--- config.mk ---
export PLATFORM = sky130hd
export DESIGN_NAME = can_rxq
export DESIGN_NICKNAME = d
export VERILOG_FILES = /design/src/rtl/can_rxq_pkg.sv /design/src/rtl/can_rxq_mem.sv /design/src/rtl/can_rxq_pack.sv /design/src/rtl/can_rxq_ctrl.sv /design/src/rtl/can_rxq.sv
export SDC_FILE = /design/constraint.sdc
export NUM_CORES = 1
export LEC_CHECK = 0
export BUFFER_PORTS_ARGS = -buffer_cell sky130_fd_sc_hd__buf_4
export CAP_MARGIN = 40
export CORE_UTILIZATION = 56
export CTS_BUF_LIST = sky130_fd_sc_hd__clkbuf_16
export DETAILED_ROUTE_END_ITERATION = 8
export PLACE_DENSITY_LB_ADDON = 0.08
export SKIP_CTS_REPAIR_TIMING = 1
export SLEW_MARGIN = 0
export SYNTH_ARGS = -nofsm -noshare
export SYNTH_HDL_FRONTEND = slang
export SYNTH_HIERARCHICAL = 1
export SYNTH_SLANG_ARGS = --single-unit
--- constraint.sdc ---
create_clock -name clk -period 5.7 [get_ports clk]
set_input_delay 1.14 -clock clk [delete_from_list [all_inputs] [get_ports clk]]
set_output_delay 1.14 -clock clk [all_outputs]
set_load 0.02 [all_outputs]
--- src/rtl/can_rxq_pkg.sv ---
package can_rxq_pkg;

    localparam int unsigned ID_W     = 29;
    localparam int unsigned MAX_DATA = 8;
    localparam int unsigned LEN_W    = 4;

    typedef struct packed {
        logic                   ext;
        logic                   rtr;
        logic [3:0]             dlc;
        logic [ID_W-1:0]        id;
        logic [8*MAX_DATA-1:0]  data;
    } can_frame_t;

    // number of data bytes a frame stores
    function automatic logic [LEN_W-1:0] data_cnt(logic rtr, logic [3:0] dlc);
        if (rtr)
            return '0;
        return (dlc > 4'd8) ? 4'd8 : dlc;
    endfunction

    function automatic logic [LEN_W-1:0] rec_len(logic ext, logic rtr, logic [3:0] dlc);
        return 4'd3 + (ext ? 4'd2 : 4'd0) + data_cnt(rtr, dlc);
    endfunction

    function automatic logic [7:0] hdr_of(can_frame_t f);
        return {f.ext, f.rtr, 2'b00, f.dlc};
    endfunction

    // length recomputed from a stored header byte
    function automatic logic [LEN_W-1:0] hdr_len(logic [7:0] h);
        return rec_len(h[7], h[6], h[3:0]);
    endfunction

    // byte idx of the packed record for frame f
    function automatic logic [7:0] rec_byte(can_frame_t f, logic [LEN_W-1:0] idx);
        logic [LEN_W-1:0] dofs;
        logic [LEN_W-1:0] di;
        logic [7:0]       b;
        dofs = f.ext ? 4'd5 : 4'd3;
        di   = idx - dofs;
        b    = f.data[{di[2:0], 3'b000} +: 8];
        if (idx == '0) begin
            b = hdr_of(f);
        end else if (f.ext) begin
            case (idx)
                4'd1: b = f.id[28:21];
                4'd2: b = f.id[20:13];
                4'd3: b = f.id[12:5];
                4'd4: b = {f.id[4:0], 3'b000};
                default: ;
            endcase
        end else begin
            case (idx)
                4'd1: b = f.id[10:3];
                4'd2: b = {f.id[2:0], 5'b00000};
                default: ;
            endcase
        end
        return b;
    endfunction

endpackage

--- src/rtl/can_rxq_mem.sv ---
module can_rxq_mem #(
    parameter int unsigned DEPTH = 64,
    localparam int unsigned AW = $clog2(DEPTH)
) (
    input  logic          clk,
    input  logic          we,
    input  logic [AW-1:0] waddr,
    input  logic [7:0]    wdata,
    input  logic [AW-1:0] raddr,
    output logic [7:0]    rdata,
    input  logic [AW-1:0] haddr,
    output logic [7:0]    hdata
);

    logic [7:0] store [DEPTH];

    always_ff @(posedge clk) begin
        if (we)
            store[waddr] <= wdata;
    end

    assign rdata = store[raddr];
    assign hdata = store[haddr];

endmodule

--- src/rtl/can_rxq_pack.sv ---
module can_rxq_pack
    import can_rxq_pkg::*;
(
    input  logic             clk,
    input  logic             rst,
    input  logic             reset_mode,
    input  logic             rx_enable,
    input  logic             frm_valid,
    input  can_frame_t       frame,
    input  logic             fits,
    output logic [LEN_W-1:0] offer_len,
    output logic             accept,
    output logic             drop,
    output logic             busy,
    output logic             wr_en,
    output logic [7:0]       wr_byte,
    output logic             done
);

    can_frame_t       cur;
    logic [LEN_W-1:0] cur_len;
    logic [LEN_W-1:0] idx;
    logic             attempt;
    logic             last;

    assign offer_len = rec_len(frame.ext, frame.rtr, frame.dlc);
    assign attempt   = frm_valid && !busy && rx_enable;
    assign accept    = attempt && fits;
    assign drop      = attempt && !fits;
    assign last      = (idx == cur_len - 4'd1);

    assign wr_en   = busy && !reset_mode;
    assign wr_byte = rec_byte(cur, idx);
    assign done    = wr_en && last;

    always_ff @(posedge clk) begin
        if (rst || reset_mode) begin
            busy    <= 1'b0;
            idx     <= '0;
            cur_len <= 4'd3;
            cur     <= '0;
        end else if (accept) begin
            busy    <= 1'b1;
            idx     <= '0;
            cur_len <= offer_len;
            cur     <= frame;
        end else if (busy) begin
            idx <= idx + 4'd1;
            if (last)
                busy <= 1'b0;
        end
    end

    AST_RESET_IDLE: assert property (@(posedge clk) disable iff (rst)
        reset_mode |=> !busy);

    AST_DROP_NO_WRITE: assert property (@(posedge clk) disable iff (rst)
        drop |=> !busy);

    AST_LEN_BOUND: assert property (@(posedge clk) disable iff (rst)
        busy |-> (idx < cur_len));

endmodule

--- src/rtl/can_rxq_ctrl.sv ---
module can_rxq_ctrl
    import can_rxq_pkg::*;
#(
    parameter int unsigned DEPTH = 64,
    localparam int unsigned AW = $clog2(DEPTH),
    localparam int unsigned CW = $clog2(DEPTH + 1)
) (
    input  logic             clk,
    input  logic             rst,
    input  logic             reset_mode,
    input  logic [LEN_W-1:0] offer_len,
    input  logic             accept,
    input  logic             drop,
    input  logic             wr_en,
    input  logic             done,
    input  logic             rel_cmd,
    input  logic             clr_ovr,
    input  logic [7:0]       head_hdr,
    output logic             rx_enable,
    output logic             fits,
    output logic [AW-1:0]    wptr,
    output logic [AW-1:0]    start,
    output logic             rx_full,
    output logic             overrun,
    output logic             irq_rx,
    output logic             irq_ovr
);

    logic [CW-1:0]    msg_cnt;
    logic [CW-1:0]    byte_cnt;
    logic             rm_q;
    logic             leave;
    logic             rel_ok;
    logic [LEN_W-1:0] rel_len;
    logic [CW:0]      need;

    assign leave     = rm_q && !reset_mode;
    assign rx_enable = !reset_mode && !rm_q;
    assign need      = {1'b0, byte_cnt} + (CW+1)'(offer_len);
    assign fits      = need <= (CW+1)'(DEPTH);
    assign rel_len   = hdr_len(head_hdr);
    // a record finishing this cycle counts before the release
    assign rel_ok    = rel_cmd && !reset_mode && !leave && ((msg_cnt != '0) || done);
    assign rx_full   = (msg_cnt != '0);

    always_ff @(posedge clk) begin
        if (rst) begin
            rm_q     <= 1'b0;
            msg_cnt  <= '0;
            byte_cnt <= '0;
            wptr     <= '0;
            start    <= '0;
            overrun  <= 1'b0;
            irq_rx   <= 1'b0;
            irq_ovr  <= 1'b0;
        end else begin
            rm_q    <= reset_mode;
            irq_rx  <= done;
            irq_ovr <= drop;
            if (wr_en)
                wptr <= wptr + AW'(1);
            if (leave) begin
                msg_cnt  <= '0;
                byte_cnt <= '0;
                start    <= wptr;
            end else begin
                msg_cnt  <= msg_cnt + CW'(done) - CW'(rel_ok);
                byte_cnt <= byte_cnt
                          + (accept ? CW'(offer_len) : CW'(0))
                          - (rel_ok ? CW'(rel_len) : CW'(0));
                if (rel_ok)
                    start <= start + AW'(rel_len);
            end
            if (drop)
                overrun <= 1'b1;
            else if (clr_ovr)
                overrun <= 1'b0;
        end
    end

    AST_NO_OVERFLOW: assert property (@(posedge clk) disable iff (rst)
        byte_cnt <= CW'(DEPTH));

    AST_EMPTY_RELEASE: assert property (@(posedge clk) disable iff (rst)
        (rel_cmd && (msg_cnt == '0) && !done && !leave) |=> $stable(start));

    AST_RX_PULSE: assert property (@(posedge clk) disable iff (rst)
        irq_rx |=> !irq_rx);

    AST_OVR_STICKY: assert property (@(posedge clk) disable iff (rst)
        (overrun && !clr_ovr) |=> overrun);

    AST_LEAVE_EMPTY: assert property (@(posedge clk) disable iff (rst)
        leave |=> !rx_full);

endmodule

--- src/rtl/can_rxq.sv ---
module can_rxq
    import can_rxq_pkg::*;
#(
    parameter int unsigned DEPTH = 64,
    parameter int unsigned WIN_W = 4,
    localparam int unsigned AW = $clog2(DEPTH)
) (
    input  logic             clk,
    input  logic             rst,
    input  logic             reset_mode,
    input  logic             frm_valid,
    input  logic             frm_ext,
    input  logic             frm_rtr,
    input  logic [3:0]       frm_dlc,
    input  logic [ID_W-1:0]  frm_id,
    input  logic [63:0]      frm_data,
    input  logic             rel_cmd,
    input  logic             clr_ovr,
    input  logic [WIN_W-1:0] win_off,
    output logic [7:0]       win_data,
    output logic             wr_busy,
    output logic             rx_full,
    output logic             overrun,
    output logic             irq_rx,
    output logic             irq_ovr
);

    can_frame_t       frame;
    logic [LEN_W-1:0] offer_len;
    logic             accept, drop, busy, wr_en, done;
    logic [7:0]       wr_byte;
    logic             rx_enable, fits;
    logic [AW-1:0]    wptr, start, raddr;
    logic [7:0]       head_hdr;

    assign frame   = '{ext: frm_ext, rtr: frm_rtr, dlc: frm_dlc, id: frm_id, data: frm_data};
    assign raddr   = start + AW'(win_off);
    assign wr_busy = busy;

    can_rxq_pack u_pack (
        .clk        (clk),
        .rst        (rst),
        .reset_mode (reset_mode),
        .rx_enable  (rx_enable),
        .frm_valid  (frm_valid),
        .frame      (frame),
        .fits       (fits),
        .offer_len  (offer_len),
        .accept     (accept),
        .drop       (drop),
        .busy       (busy),
        .wr_en      (wr_en),
        .wr_byte    (wr_byte),
        .done       (done)
    );

    can_rxq_ctrl #(.DEPTH(DEPTH)) u_ctrl (
        .clk        (clk),
        .rst        (rst),
        .reset_mode (reset_mode),
        .offer_len  (offer_len),
        .accept     (accept),
        .drop       (drop),
        .wr_en      (wr_en),
        .done       (done),
        .rel_cmd    (rel_cmd),
        .clr_ovr    (clr_ovr),
        .head_hdr   (head_hdr),
        .rx_enable  (rx_enable),
        .fits       (fits),
        .wptr       (wptr),
        .start      (start),
        .rx_full    (rx_full),
        .overrun    (overrun),
        .irq_rx     (irq_rx),
        .irq_ovr    (irq_ovr)
    );

    can_rxq_mem #(.DEPTH(DEPTH)) u_mem (
        .clk   (clk),
        .we    (wr_en),
        .waddr (wptr),
        .wdata (wr_byte),
        .raddr (raddr),
        .rdata (win_data),
        .haddr (start),
        .hdata (head_hdr)
    );

endmodule

**After elaboration in Yosys (flattened, before gate mapping)**

Memory sizes are Yosys's and may differ from the RTL's. A register that Yosys moved wholly into a read port is not among the register bits.
Cells that the tools add are included.

- Bits in registers: 138
- Bits of input ports: 109
- Output and inout bits: 13
- Bits in writable memories: 512
- Word-level logic and storage cells: 93
- Memories: 1

- Multiplexer cells: 28
- Shift-type cells: 1
- Reductions and logical operators: 24
- Eq/ne operators: 5
- $add $sub $neg: 15
- $lt $le $gt $ge: 3

Memory list:

| memory | words | width | read ports | clocked after Yosys merged registers in | write ports | RTL line | RTL |
|---|---|---|---|---|---|---|---|
| u_mem.store | 64 | 8 | 2 | 1 | 1 | can_rxq_mem.sv:15 | `logic [7:0] store [DEPTH];` |

Operators with widths:

| kind | number |
|---|---|
| 64-bit by 7-bit variable part select with 8-bit output | 1 |
| 4-bit two-way mux | 8 |
| 8-bit one-hot mux with 4 select lines | 1 |
| 6-bit two-way mux | 4 |
| 8-bit two-way mux | 2 |
| 8-bit one-hot mux with 2 select lines | 1 |
| 6-bit by 4-bit adder with 6-bit output | 2 |
| 1-bit logical AND | 11 |
| 1-bit two-way mux | 9 |
| 2-bit by 4-bit adder with 4-bit output, first input constant | 2 |
| 4-bit adder | 2 |
| 7-bit by 4-bit adder with 8-bit output | 1 |
| 4-bit by 2-bit equality test with 1-bit output, second input constant | 2 |
| 4-bit > comparator, second input constant | 2 |
| 8-bit by 7-bit <= comparator with 1-bit output, second input constant | 1 |
| 7-bit by 1-bit adder with 7-bit output | 1 |
| 7-bit adder | 1 |
| 7-bit nonzero test | 1 |
| 7-bit by 1-bit subtractor with 7-bit output | 1 |
| 7-bit subtractor | 1 |
| 6-bit by 1-bit adder with 6-bit output, second input constant | 1 |
| 1-bit logical NOT | 5 |
| 4-bit by 1-bit adder with 4-bit output, second input constant | 1 |
| 4-bit by 1-bit equality test with 1-bit output, second input constant | 1 |
| 10 further kinds | 14 |

**Depth between registers and ports, before layout**

Gate-level depths: netlist of the first run.

- Depth after elaboration: 10
- Gate-level depth with buffers: 27
- Depth with buffers taken out: 26

**By module**

Netlist of the first run, hierarchy kept.

By module, submodules not included:

| module | area each (sq um) | times used | cells each | seq. area each (sq um) |
|---|---|---|---|---|
| can_rxq_mem | 23954.2 | 1 | 1195 | 15374.7 |
| can_rxq_pack | 5009.8 | 1 | 622 | 2162.1 |
| can_rxq_ctrl | 2185.8 | 1 | 260 | 600.6 |
| can_rxq | 168.9 | 1 | 18 | 0.0 |

**Worst setup path after synthesis of the first run**

No wires, ideal clock.

- Kind: in2reg
- From: input frm_dlc[3]
- To: register u_ctrl.byte_cnt[6]
- Stages on the path: 25
- Library setup time: 0.062 ns
- Setup slack: -0.050 ns
- Data required time: 5.638 ns
- Path buffers: 1
- Arrival: 5.688 ns
- Cell sequence: nor2_1 -> nand2_1 -> ha_1 -> inv_1 -> ha_1 -> fa_1 -> xnor2_1 -> ha_1 -> o21ai_0 -> a21oi_1 -> xnor2_1 -> o21bai_1 -> a21oi_1 -> nand4_1 -> inv_2 -> buf_2 -> nand2_1 -> fa_1 -> inv_1 -> ha_1 -> nor2b_1 -> o21ai_0 -> a21boi_0 -> or3_1 -> nand3_1

- Longest elaborated chain between the ends: 10

RTL lines:

| what | RTL line | RTL |
|---|---|---|
| start: declaration | can_rxq.sv:14 | `input logic [3:0] frm_dlc,` |
| 4-bit > comparator | can_rxq_pkg.sv:19 | `return (dlc > 4'd8) ? 4'd8 : dlc;` |
| 4-bit two-way mux * (2 in a row) | can_rxq_pkg.sv:19 |  |
| 4-bit adder * | can_rxq_pkg.sv:23 | `return 4'd3 + (ext ? 4'd2 : 4'd0) + data_cnt(rtr, dlc);` |
| named net offer_len[3] | can_rxq.sv:29 | `logic [LEN_W-1:0] offer_len;` |
| 7-bit by 4-bit adder with 8-bit output * | can_rxq_ctrl.sv:39 | `assign need = {1'b0, byte_cnt} + (CW+1)'(offer_len);` |
| 8-bit by 7-bit <= comparator with 1-bit output * | can_rxq_ctrl.sv:40 | `assign fits = need <= (CW+1)'(DEPTH);` |
| named net fits | can_rxq.sv:32 | `logic rx_enable, fits;` |
| 1-bit logical AND * | can_rxq_pack.sv:28 | `assign accept = attempt && fits;` |
| named net accept | can_rxq.sv:30 | `logic accept, drop, busy, wr_en, done;` |
| 4-bit two-way mux * | can_rxq_ctrl.sv:69 | `+ (accept ? CW'(offer_len) : CW'(0))` |
| 7-bit adder * | can_rxq_ctrl.sv:69 |  |
| 7-bit subtractor * | can_rxq_ctrl.sv:70 | `- (rel_ok ? CW'(rel_len) : CW'(0));` |
| end signal: assignment | can_rxq_ctrl.sv:68 | `byte_cnt <= byte_cnt` |
| end: declaration | can_rxq_ctrl.sv:30 | `logic [CW-1:0] byte_cnt;` |

The timed path passes the listed nets; every way through them passes the cells marked *.
A chain may end at the register's enable or synchronous reset.

**Worst setup path after layout of the first run**

- From: register u_ctrl.start[2]
- To: output win_data[0]

- Longest elaborated chain between the ends: 2

RTL lines:

| what | RTL line | RTL |
|---|---|---|
| start: declaration | can_rxq_ctrl.sv:22 | `output logic [AW-1:0] start,` |
| start signal: assignment | can_rxq_ctrl.sv:65 | `start <= wptr;` |
| start signal: assignment | can_rxq_ctrl.sv:72 | `start <= start + AW'(rel_len);` |
| 6-bit by 4-bit adder with 6-bit output | can_rxq.sv:37 | `assign raddr = start + AW'(win_off);` |
| named net raddr[4] | can_rxq.sv:33 | `logic [AW-1:0] wptr, start, raddr;` |
| memory read 64 x 8 bit | n/a |  |
| end: declaration | can_rxq.sv:20 | `output logic [7:0] win_data,` |

The timed path passes the listed nets, and every way through them passes these cells.

==> metrics.md, run 1 <==
| Metric | Value |
|---|---|
| End-of-flow core utilization | `66.0%` |
| Worst path depth | `10` |
| Clock latency on the worst-skew pair | `0.61 ns` |
| Pwr per Cell Area | `352 nW/um^2` |
| Largest net degree at the start of global routing | `92` |
| Share of post-route cells with drive strength above 1 | `27.9%` |
| RSZ-0062 raised after global routing | `false` |
| Vias in the first global route | `19.1k` |
| Cts bufs inserted | `69` |
| # nets final | `2358` |
| Critical path arrival | `4.43 ns` |
| First-pass GRT wire length | `120000 um` |
| Final wirelength | `79600 um` |
| Max Cap Viol | `0` |
| Post-synthesis cell area | `30400 um^2` |
| Synth Area per Inst | `15.0 um^2` |
| Initial DRC count | `2383` |
| Synth Instances | `2031` |
| Cell Rows | `84` |
| Lkg Pwr | `11.1 nW` |
| Antenna violations before repair | `0` |
| Placer Congestion | `0.898` |
| Via count | `19.1k` |
| Area growth syn-to-layout | `15.3%` |
| Area of the core | `53100 um^2` |
| Starting Density | `57.2%` |
| Worst path max stage delay | `0.73 ns` |
| Minimum clock period | `5.57 ns` |
| Crit-path cells | `buf_12 -> ha_1 -> a21o_1 -> a21oi_2 -> xnor2_2 -> nand2b_1 -> o22ai_1 -> a221o_1 -> o22ai_1 -> buf_4` |
| Via density | `6.49` |
| CP delay by family, top | `compound AO/OA/AOI/OAI gates` |
| Relative slew slack | `35.6%` |
| Worst Skew | `0.0247 ns` |
| Post-synth net total | `2191` |
| Final Cell Area | `35000 um^2` |
| Max stage delay cell, worst path | `dfxtp_2` |
| Clock transition at path regs | `0.06 ns` |
| Non-Filler Instances | `2939` |
| Grt ovf | `0` |
| Die Span Y | `235 um` |
| Crit-path most repeated cell | `o22ai_1` |
| CP Max Fanout | `26` |
| Slew Viols, Final | `0` |
| Post-route clock period utilization | `97.7%` |
| Port Buf Inserts | `121` |
| DRT Pass-1 Iters | `6` |
| Peak supply drop | `228 uV` |
| Data required, critical path | `4.56 ns` |
| HPWL after DPL | `53300 um` |
| H-Tree Depth | `3` |
| Placed Area | `32800 um^2` |
| Die ar. | `55200 um^2` |
| DRC | `0` |
| Endpoint type of the worst setup path | `primary output` |
| Status | `finished clean` |
| Worst min-delay path category | `reg2reg` |
| Final-report setup violation count | `0` |
| Least-Margin Pin Slew | `0.960 ns` |
| GRT Total Usage | `29.3%` |
| Kind of critical path | `reg2out` |
| Worst reg2reg path depth | `21` |
| Hold path depth | `2` |
| Yosys Warn Count | `6` |
| CTS sink count | `650` |
| Startpoint Class | `flop` |
| Hold Vio Cnt, Final | `0` |
| CTS tree | `yes` |
| IO Count | `122` |
| Placed instance count | `2812` |
| WP buf/inv | `2` |
| CTS Root Buffer Type | `clkbuf_16` |
| Clock buffer depth | `3` |
| DIE WIDTH | `235 um` |
| Antenna Nets Post-Route | `0` |
| Routed length per instance | `27.1 um` |
| Peak Freq | `180 MHz` |
state kept, by name, indices dropped and copies added, names as in the netlist:
register         count
u_mem/store        512
u_pack/idx           4
u_ctrl/msg_cnt       7
u_pack/cur_len       4
u_ctrl/wptr          6
u_pack/busy          1
u_ctrl/start         6
u_ctrl/overrun       1
u_ctrl/irq_ovr       1
u_ctrl/irq_rx        1
u_ctrl/rm_q          1
u_pack/cur          99
u_ctrl/byte_cnt      7
path summary, 6_finish.rpt:
path	startpoint	end	slack [ns]
setup / recovery	u_ctrl/start[2]$_SDFFE_PP0P_	win_data[0]	0.13
hold / removal	u_pack/cur[22]$_SDFFE_PP0P_	u_pack/cur[22]$_SDFFE_PP0P_	0.45
setup reg to reg	u_ctrl/start[0]$_SDFFE_PP0P_	u_ctrl/byte_cnt[6]$_SDFF_PP0_	0.25
hold reg to reg	u_pack/cur[22]$_SDFFE_PP0P_	u_pack/cur[22]$_SDFFE_PP0P_	0.45
routing by layer:
metal / vias up / part of all wire, % / global-route usage (%)
met4: 0 / 2.5 / 9.19
met5: - / 0 / 0
met3: 121 / 9.4 / 5.16
met1: 9712 / 40 / 41.7
met2: 995 / 48 / 46.3
li1: 8243 / - / -
power by group:
group          switching [W]  internal [W]
Sequential         0.0000966       0.00514
Clock                0.00182       0.00254
Combinational        0.00151       0.00122
per-stage QoR:
stage	total power [W]	hold slack (ns)	setup TNS (ns)	setup slack (ns)
3_3_place_gp	0.00798	0.441	-0.119	-0.117
3_5_place_dp	0.00804	0.443	-0.442	-0.251
5_1_grt	0.0128	0.463	0	0.0206
6_report	0.0123	0.452	0	0.131
2_1_floorplan	0.00709	0.433	0	0.00699
4_1_cts	0.0124	0.451	-0.00185	-0.00185
layout by cell type (no fill, tap or decap), types with 15 or more instances in the layout:
master / count
nand3_1: 26
ha_1: 39
o21ai_0: 25
nand2_1: 256
mux2i_1: 70
buf_4: 223
buf_12: 17
dfxtp_1: 135
a22oi_1: 22
xor2_1: 15
nor2b_1: 16
o22ai_1: 18
inv_1: 65
a21oi_1: 136
nor2_1: 109
edfxtp_1: 512
mux4_2: 254
clkbuf_16: 73
cell type report:
type / instances / area, um^2
sequential: 650 / 18100
fill: 3702 / 18100
multi-input combinational: 1180 / 11500
timing repair buffer: 246 / 2130
clock buffer: 73 / 1830
tap: 688 / 861
clock inverter: 50 / 362
inverter: 51 / 191
antenna: 1 / 2.50
worst min-delay path, cell delays in order, from the launching register on:
cell and delay, ns:
dfxtp_1 0.30, nand2_1 0.05, a21oi_1 0.05
No activity file was read; power rests on OpenSTA's default activity.
==> inputs of run 2 (changes only) <==
--- a/config.mk
+++ b/config.mk
@@ -7,7 +7,7 @@
 export LEC_CHECK = 0
 export BUFFER_PORTS_ARGS = -buffer_cell sky130_fd_sc_hd__buf_4
 export CAP_MARGIN = 40
-export CORE_UTILIZATION = 56
+export CORE_UTILIZATION = 34
 export CTS_BUF_LIST = sky130_fd_sc_hd__clkbuf_16
 export DETAILED_ROUTE_END_ITERATION = 8
 export PLACE_DENSITY_LB_ADDON = 0.08
==> run 2 against run 1 <==
  * Global-route usage down 9.3 points
  * Non-clock buffer count up 51
  * Clock-buffer cell count up 7
  * Wire length up 12%
  * Combinational power up 3%
  * Final cell count up 19%
  * Critical path depth unchanged
  * Via count down 1.5%
  * Clock power up 6.9%
  * Total power up 2.9%
  * First-iteration DRC count down 39%
  * Worst hold slack better by 0.00080 ns
==> metrics.md, run 2 (synthesized netlist as in run 1, its figures left out) <==
| Metric | Value |
|---|---|
| Top reg by flops | `u_mem/store` |
| GRT Total Usage | `20.0%` |
| Peak Freq | `182 MHz` |
| Power Total | `0.0127 W` |
| DIE WIDTH | `301 um` |
| HPWL after DPL | `62100 um` |
| Minimum clock period | `5.50 ns` |
| Initial DRC count | `1462` |
| DRT Pass-1 Iters | `6` |
| CP Max Fanout | `19` |
| Crit-path most repeated cell | `buf_4` |
| Clock latency on the worst-skew pair | `0.62 ns` |
| CTS sink count | `650` |
| Area of the core | `88400 um^2` |
| Cell Rows | `109` |
| IO Count | `122` |
| Least-Margin Pin Slew | `0.892 ns` |
| Routed length per instance | `25.7 um` |
| Min-delay src | `u_pack/cur[3]$_SDFFE_PP0P_` |
| Clock transition at path regs | `0.05 ns` |
| Via count | `18.8k` |
| Antenna Nets Post-Route | `0` |
| Fin Hold WS | `0.453 ns` |
| Met2 Track Usage GR | `34.0%` |
| Most common cell after layout, fill and taps aside | `edfxtp_1` |
| Grt ovf | `0` |
| CTS tree | `yes` |
| Total Neg Setup Slack | `0 ns` |
| Pwr per Cell Area | `351 nW/um^2` |
| Final-report setup violation count | `0` |
| R2R Path Start | `u_ctrl/start[0]$_SDFFE_PP0P_` |
| Slew Viols, Final | `0` |
| Post-route clock period utilization | `96.4%` |
| DRC | `0` |
| Final wirelength | `89500 um` |
| Starting Density | `34.4%` |
| Final Cell Area | `36100 um^2` |
| Endpoint type of the worst setup path | `primary output` |
| Commonest non-fill, non-tap cells in the layout | `edfxtp_1, buf_4, nand2_1` |
| Startpoint Class | `flop` |
| Placed Area | `33700 um^2` |
| Ant diodes | `0` |
| Via density | `5.39` |
| Met3 usage | `2.78%` |
| Die Span Y | `301 um` |
| Peak supply drop | `234 uV` |
| RSZ-0062 raised after global routing | `false` |
| Relative slew slack | `40.6%` |
| Largest net degree at the start of global routing | `72` |
| Clock buffer depth | `3` |
| Met1 Use GR | `26.3%` |
| Largest registers | `u_mem/store x512, u_pack/cur x99` |
| Max FFs per register | `512` |
| Hold Vio Cnt, Final | `0` |
| Lkg Pwr | `11.5 nW` |
| H-Tree Depth | `3` |
| Critical path arrival | `4.36 ns` |
| Port Buf Inserts | `121` |
| Vias in the first global route | `19.6k` |
| Worst Skew | `0.0150 ns` |
| First-pass GRT wire length | `132000 um` |
| Status | `finished clean` |
| Die ar. | `90500 um^2` |
| CTS Root Buffer Type | `clkbuf_16` |
| Max Cap Viol | `0` |
| Worst path max stage delay | `0.82 ns` |
| Max stage delay cell, worst path | `fa_4` |
| Kind of critical path | `reg2out` |
| Worst min-delay path category | `reg2reg` |
| Area growth syn-to-layout | `19.0%` |
| Most crowded layer after global routing | `met2` |
| Crit-path cells | `buf_12 -> ha_4 -> fa_4 -> buf_4 -> mux4_2 -> mux2i_1 -> nand2_1 -> a32oi_1 -> o211ai_1 -> buf_4` |
| Origin of the worst setup path | `u_ctrl/start[0]$_SDFFE_PP0P_` |
| Share of post-route cells with drive strength above 1 | `29.4%` |
| Antenna violations before repair | `0` |
| # nets final | `2417` |
| Cts bufs inserted | `77` |
| Placer Congestion | `0.821` |
| Data required, critical path | `4.56 ns` |
[run 2: changes by cell type in the layout (fill, tap and decap cells not counted), sizes merged]
cell	change
clkinv	+6
clkbuf	+7
bufinv	-1
clkinvlp	-3
buf	+51
inv	+8
diode	-1
[run 2: metal layers]
layer,part of all wire (%),routed length (um),vias up
met5,0,0,-
met4,3.1,2810,0
met3,4.4,3980,139
met2,50,44800,543
met1,42,38000,9718
li1,-,-,8377
[run 2: area by class of cell]
class | count | area (um^2)
multi-input cells | 1180 | 11500
flip-flops and latches | 650 | 18100
clock buffers | 80 | 2000
fillers | 8197 | 52200
well taps | 1165 | 1460
clock inverters | 60 | 380
repair buffers | 297 | 2500
inverters | 51 | 193
[run 2: critical path, delay by kind of cell, from the launching register on]
kind	cells	cell delay (ns)
buffers and inverters	3	0.83
AOI/OAI and AO/OA	2	0.42
DFF	1	0.44
muxes	2	0.84
adders and majority gates	2	1.00
and+or+nand+nor	1	0.15
[run 2: report_power, final]
group          total, W  switching (W)  internal, W
Clock           0.00466        0.00195      0.00271
Sequential      0.00522      0.0000774      0.00514
Combinational   0.00280        0.00157      0.00122
Total            0.0127        0.00360      0.00908
[run 2: path summary, 6_finish.rpt]
check                                                     end  slack, ns  cells past startpoint
worst max-delay path                              win_data[4]       0.20                     10
worst min-delay path               u_pack/cur[3]$_SDFFE_PP0P_       0.45                      2
worst max register to register  u_ctrl/byte_cnt[6]$_SDFF_PP0_       0.28                     20
worst min register to register     u_pack/cur[3]$_SDFFE_PP0P_       0.45                      2
[run 2: per-stage QoR]
step,util [%],worst slack (ns),std cells
2_1_floorplan,-,0.00699,2031
3_3_place_gp,37.6,-0.208,3289
3_5_place_dp,38.1,-0.258,3340
4_1_cts,40.8,0.0117,3480
5_1_grt,40.9,0.0207,3483
6_report,40.9,0.205,3483
==> inputs of run 3 (changes only) <==
--- a/config.mk
+++ b/config.mk
@@ -7,6 +7,7 @@
 export LEC_CHECK = 0
 export BUFFER_PORTS_ARGS = -buffer_cell sky130_fd_sc_hd__buf_4
 export CAP_MARGIN = 40
+export CORE_ASPECT_RATIO = 1.2
 export CORE_UTILIZATION = 34
 export CTS_BUF_LIST = sky130_fd_sc_hd__clkbuf_16
 export DETAILED_ROUTE_END_ITERATION = 8
==> run 3 against run 2 <==
  * Wire length up 3.7%
  * The run now ends with design-rule violations left
  * Worst hold slack worse by 0.00060 ns
  * Via count up 1.3%
  * Core utilization up 0.11 points
==> metrics.md, run 3 (synthesized netlist as in run 1, its figures left out) <==
| Metric | Value |
|---|---|
| Met1 Use GR | `25.1%` |
| Antenna violations before repair | `4` |
| Least-Margin Pin Slew | `0.996 ns` |
| Relative slew slack | `33.6%` |
| Endpoint type of the worst setup path | `primary output` |
| Status | `complete, but fails checks` |
| RSZ-0062 raised after global routing | `false` |
| Failing checks | `design-rule violations` |
| Worst Setup EP | `win_data[7]` |
| Worst setup margin | `0.129 ns` |
| HPWL after DPL | `64600 um` |
| CTS Root Buffer Type | `clkbuf_16` |
| Area of the core | `88100 um^2` |
| Area growth syn-to-layout | `19.0%` |
| Met3 usage | `2.88%` |
| Minimum clock period | `5.57 ns` |
| Commonest non-fill, non-tap cells in the layout | `edfxtp_1, buf_4, nand2_1` |
| Final-report setup violation count | `0` |
| GRT Total Usage | `20.8%` |
| Most common cell after layout, fill and taps aside | `edfxtp_1` |
| Worst min-delay path category | `reg2reg` |
| Pwr per Cell Area | `348 nW/um^2` |
| Die Span Y | `329 um` |
| Largest registers | `u_mem/store x512, u_pack/cur x99` |
| # nets final | `2430` |
| Worst Skew | `0.0203 ns` |
| Grt ovf | `0` |
| Min-delay src | `u_pack/cur[39]$_SDFFE_PP0P_` |
| Hold Vio Cnt, Final | `0` |
| H-Tree Depth | `3` |
| Initial DRC count | `1441` |
| Clock buffer depth | `3` |
| Max Cap Viol | `0` |
| Startpoint Class | `flop` |
| First-pass GRT wire length | `136000 um` |
| Kind of critical path | `reg2out` |
| Routed length per instance | `26.7 um` |
| CTS sink count | `650` |
| Origin of the worst setup path | `u_ctrl/start[0]$_SDFFE_PP0P_` |
| DRT Pass-1 Iters | `8` |
| CTS tree | `yes` |
| Share of post-route cells with drive strength above 1 | `29.8%` |
| Top reg by flops | `u_mem/store` |
| Most crowded layer after global routing | `met2` |
| Worst reg2reg path depth | `20` |
| Max stage delay cell, worst path | `fa_4` |
| Cts bufs inserted | `73` |
| Reg2reg end | `u_ctrl/byte_cnt[6]$_SDFF_PP0_` |
| DIE WIDTH | `275 um` |
| CP delay by family, top | `buffers and inverters` |
| R2R Setup Slk | `0.42 ns` |
| Port Buf Inserts | `121` |
| Met2 Track Usage GR | `37.6%` |
| Largest net degree at the start of global routing | `76` |
| Pre-CTS WS | `-0.331 ns` |
| Crit-path cells | `buf_16 -> buf_4 -> ha_4 -> fa_4 -> buf_12 -> buf_4 -> mux4_2 -> a211oi_1 -> buf_4 -> a2111oi_1 -> a311o_1 -> buf_4` |
| Post-route clock period utilization | `97.7%` |
| R2R Path Start | `u_ctrl/start[0]$_SDFFE_PP0P_` |
| Power Total | `0.0126 W` |
| Worst path depth | `12` |
| Peak Freq | `179 MHz` |
| IO Count | `122` |
| WP buf/inv | `6` |
| Crit-path most repeated cell | `buf_4` |
| Via count | `19.0k` |
| Slew Viols, Final | `0` |
| Cell Rows | `119` |
| Antenna Nets Post-Route | `0` |
| DRC | `4` |
| Clock latency on the worst-skew pair | `0.62 ns` |
| Final Cell Area | `36100 um^2` |
| Final wirelength | `92800 um` |
| Via density | `5.48` |
| Starting Density | `34.5%` |
| Vias in the first global route | `20.1k` |
| Data required, critical path | `4.56 ns` |
| Lkg Pwr | `11.5 nW` |
| Max FFs per register | `512` |
| Peak supply drop | `218 uV` |
| Placer Congestion | `0.860` |
| Die ar. | `90500 um^2` |
| Clock transition at path regs | `0.06 ns` |
| CP Max Fanout | `12` |
| Placed Area | `33800 um^2` |
| Hold path depth | `2` |
| Worst path max stage delay | `0.88 ns` |
| Critical path arrival | `4.43 ns` |
[run 3: cell types whose count changed in the layout (fill, tap and decap cells not counted), moves of 2 or more]
cell       before  now
buf_4         274  288
nor3_2          0    2
inv_4           2    0
nor3_1         14   12
clkbuf_16      80   77
diode_2         0    2
buf_12         16   19
inv_1          72   69
clkinv_2       12   10
[run 3: worst reg2reg max path: stages, from the launching register on]
cell and delay [ns]:
dfxtp_4 0.40, buf_6 0.20, mux4_2 0.59, mux4_2 0.52, o211ai_1 0.17, nand2_1 0.08, nor2_1 0.17, nand2_1 0.09
ha_1 0.27, inv_1 0.04, ha_1 0.18, fa_1 0.56, and2_1 0.21, fa_1 0.52, inv_1 0.05, ha_1 0.29
nor2b_1 0.15, o21ai_1 0.16, a21boi_1 0.13, or3_1 0.35, nand3_1 0.09
[run 3: per-stage QoR]
stage                     hold slack, ns  cells  TNS [ns]  utilization, %
after detailed placement           0.447   3333    -0.719            38.3
after CTS                          0.455   3460    -0.250            40.8
after global placement             0.443   3292    -0.568            37.9
after floorplan                    0.433   2031         0               -
after global routing               0.474   3471         0            41.0
final                              0.452   3473         0            41.0
[run 3: power by group]
group          leakage [nW]  switching, W  internal [W]  total, W
Clock                  1.17       0.00189       0.00256   0.00445
Sequential             5.41     0.0000735       0.00514   0.00522
Combinational          4.95       0.00161       0.00129   0.00290
Total                  11.5       0.00357       0.00899    0.0126
[run 3: routing by layer]
layer	part of all wire (%)	wire (um)
met1	39	36500
met4	3.2	2930
met3	4.8	4460
met5	0.050	46
met2	53	48800
[run 3: how the worst min path moves through the flow]
stage | end | slack (ns)
after CTS | u_pack/cur[39]$_SDFFE_PP0P_ | 0.46
after global placement | u_pack/cur[6]$_SDFFE_PP0P_ | 0.44
final | u_pack/cur[39]$_SDFFE_PP0P_ | 0.45
after detailed placement | u_pack/cur[33]$_SDFFE_PP0P_ | 0.45
after floorplan | u_pack/cur[0]$_SDFFE_PP0P_ | 0.43
after global routing | u_pack/cur[75]$_SDFFE_PP0P_ | 0.47
[run 3: final cells by class]
type | instances | area [um^2]
Inverter | 51 | 193
Antenna cell | 2 | 5.00
Timing Repair Buffer | 314 | 2660
Clock inverter | 50 | 293
Tap cell | 1149 | 1440
Fill cell | 8149 | 52000
Sequential cell | 650 | 18100
Clock buffer | 77 | 1930
Multi-Input combinational cell | 1180 | 11500
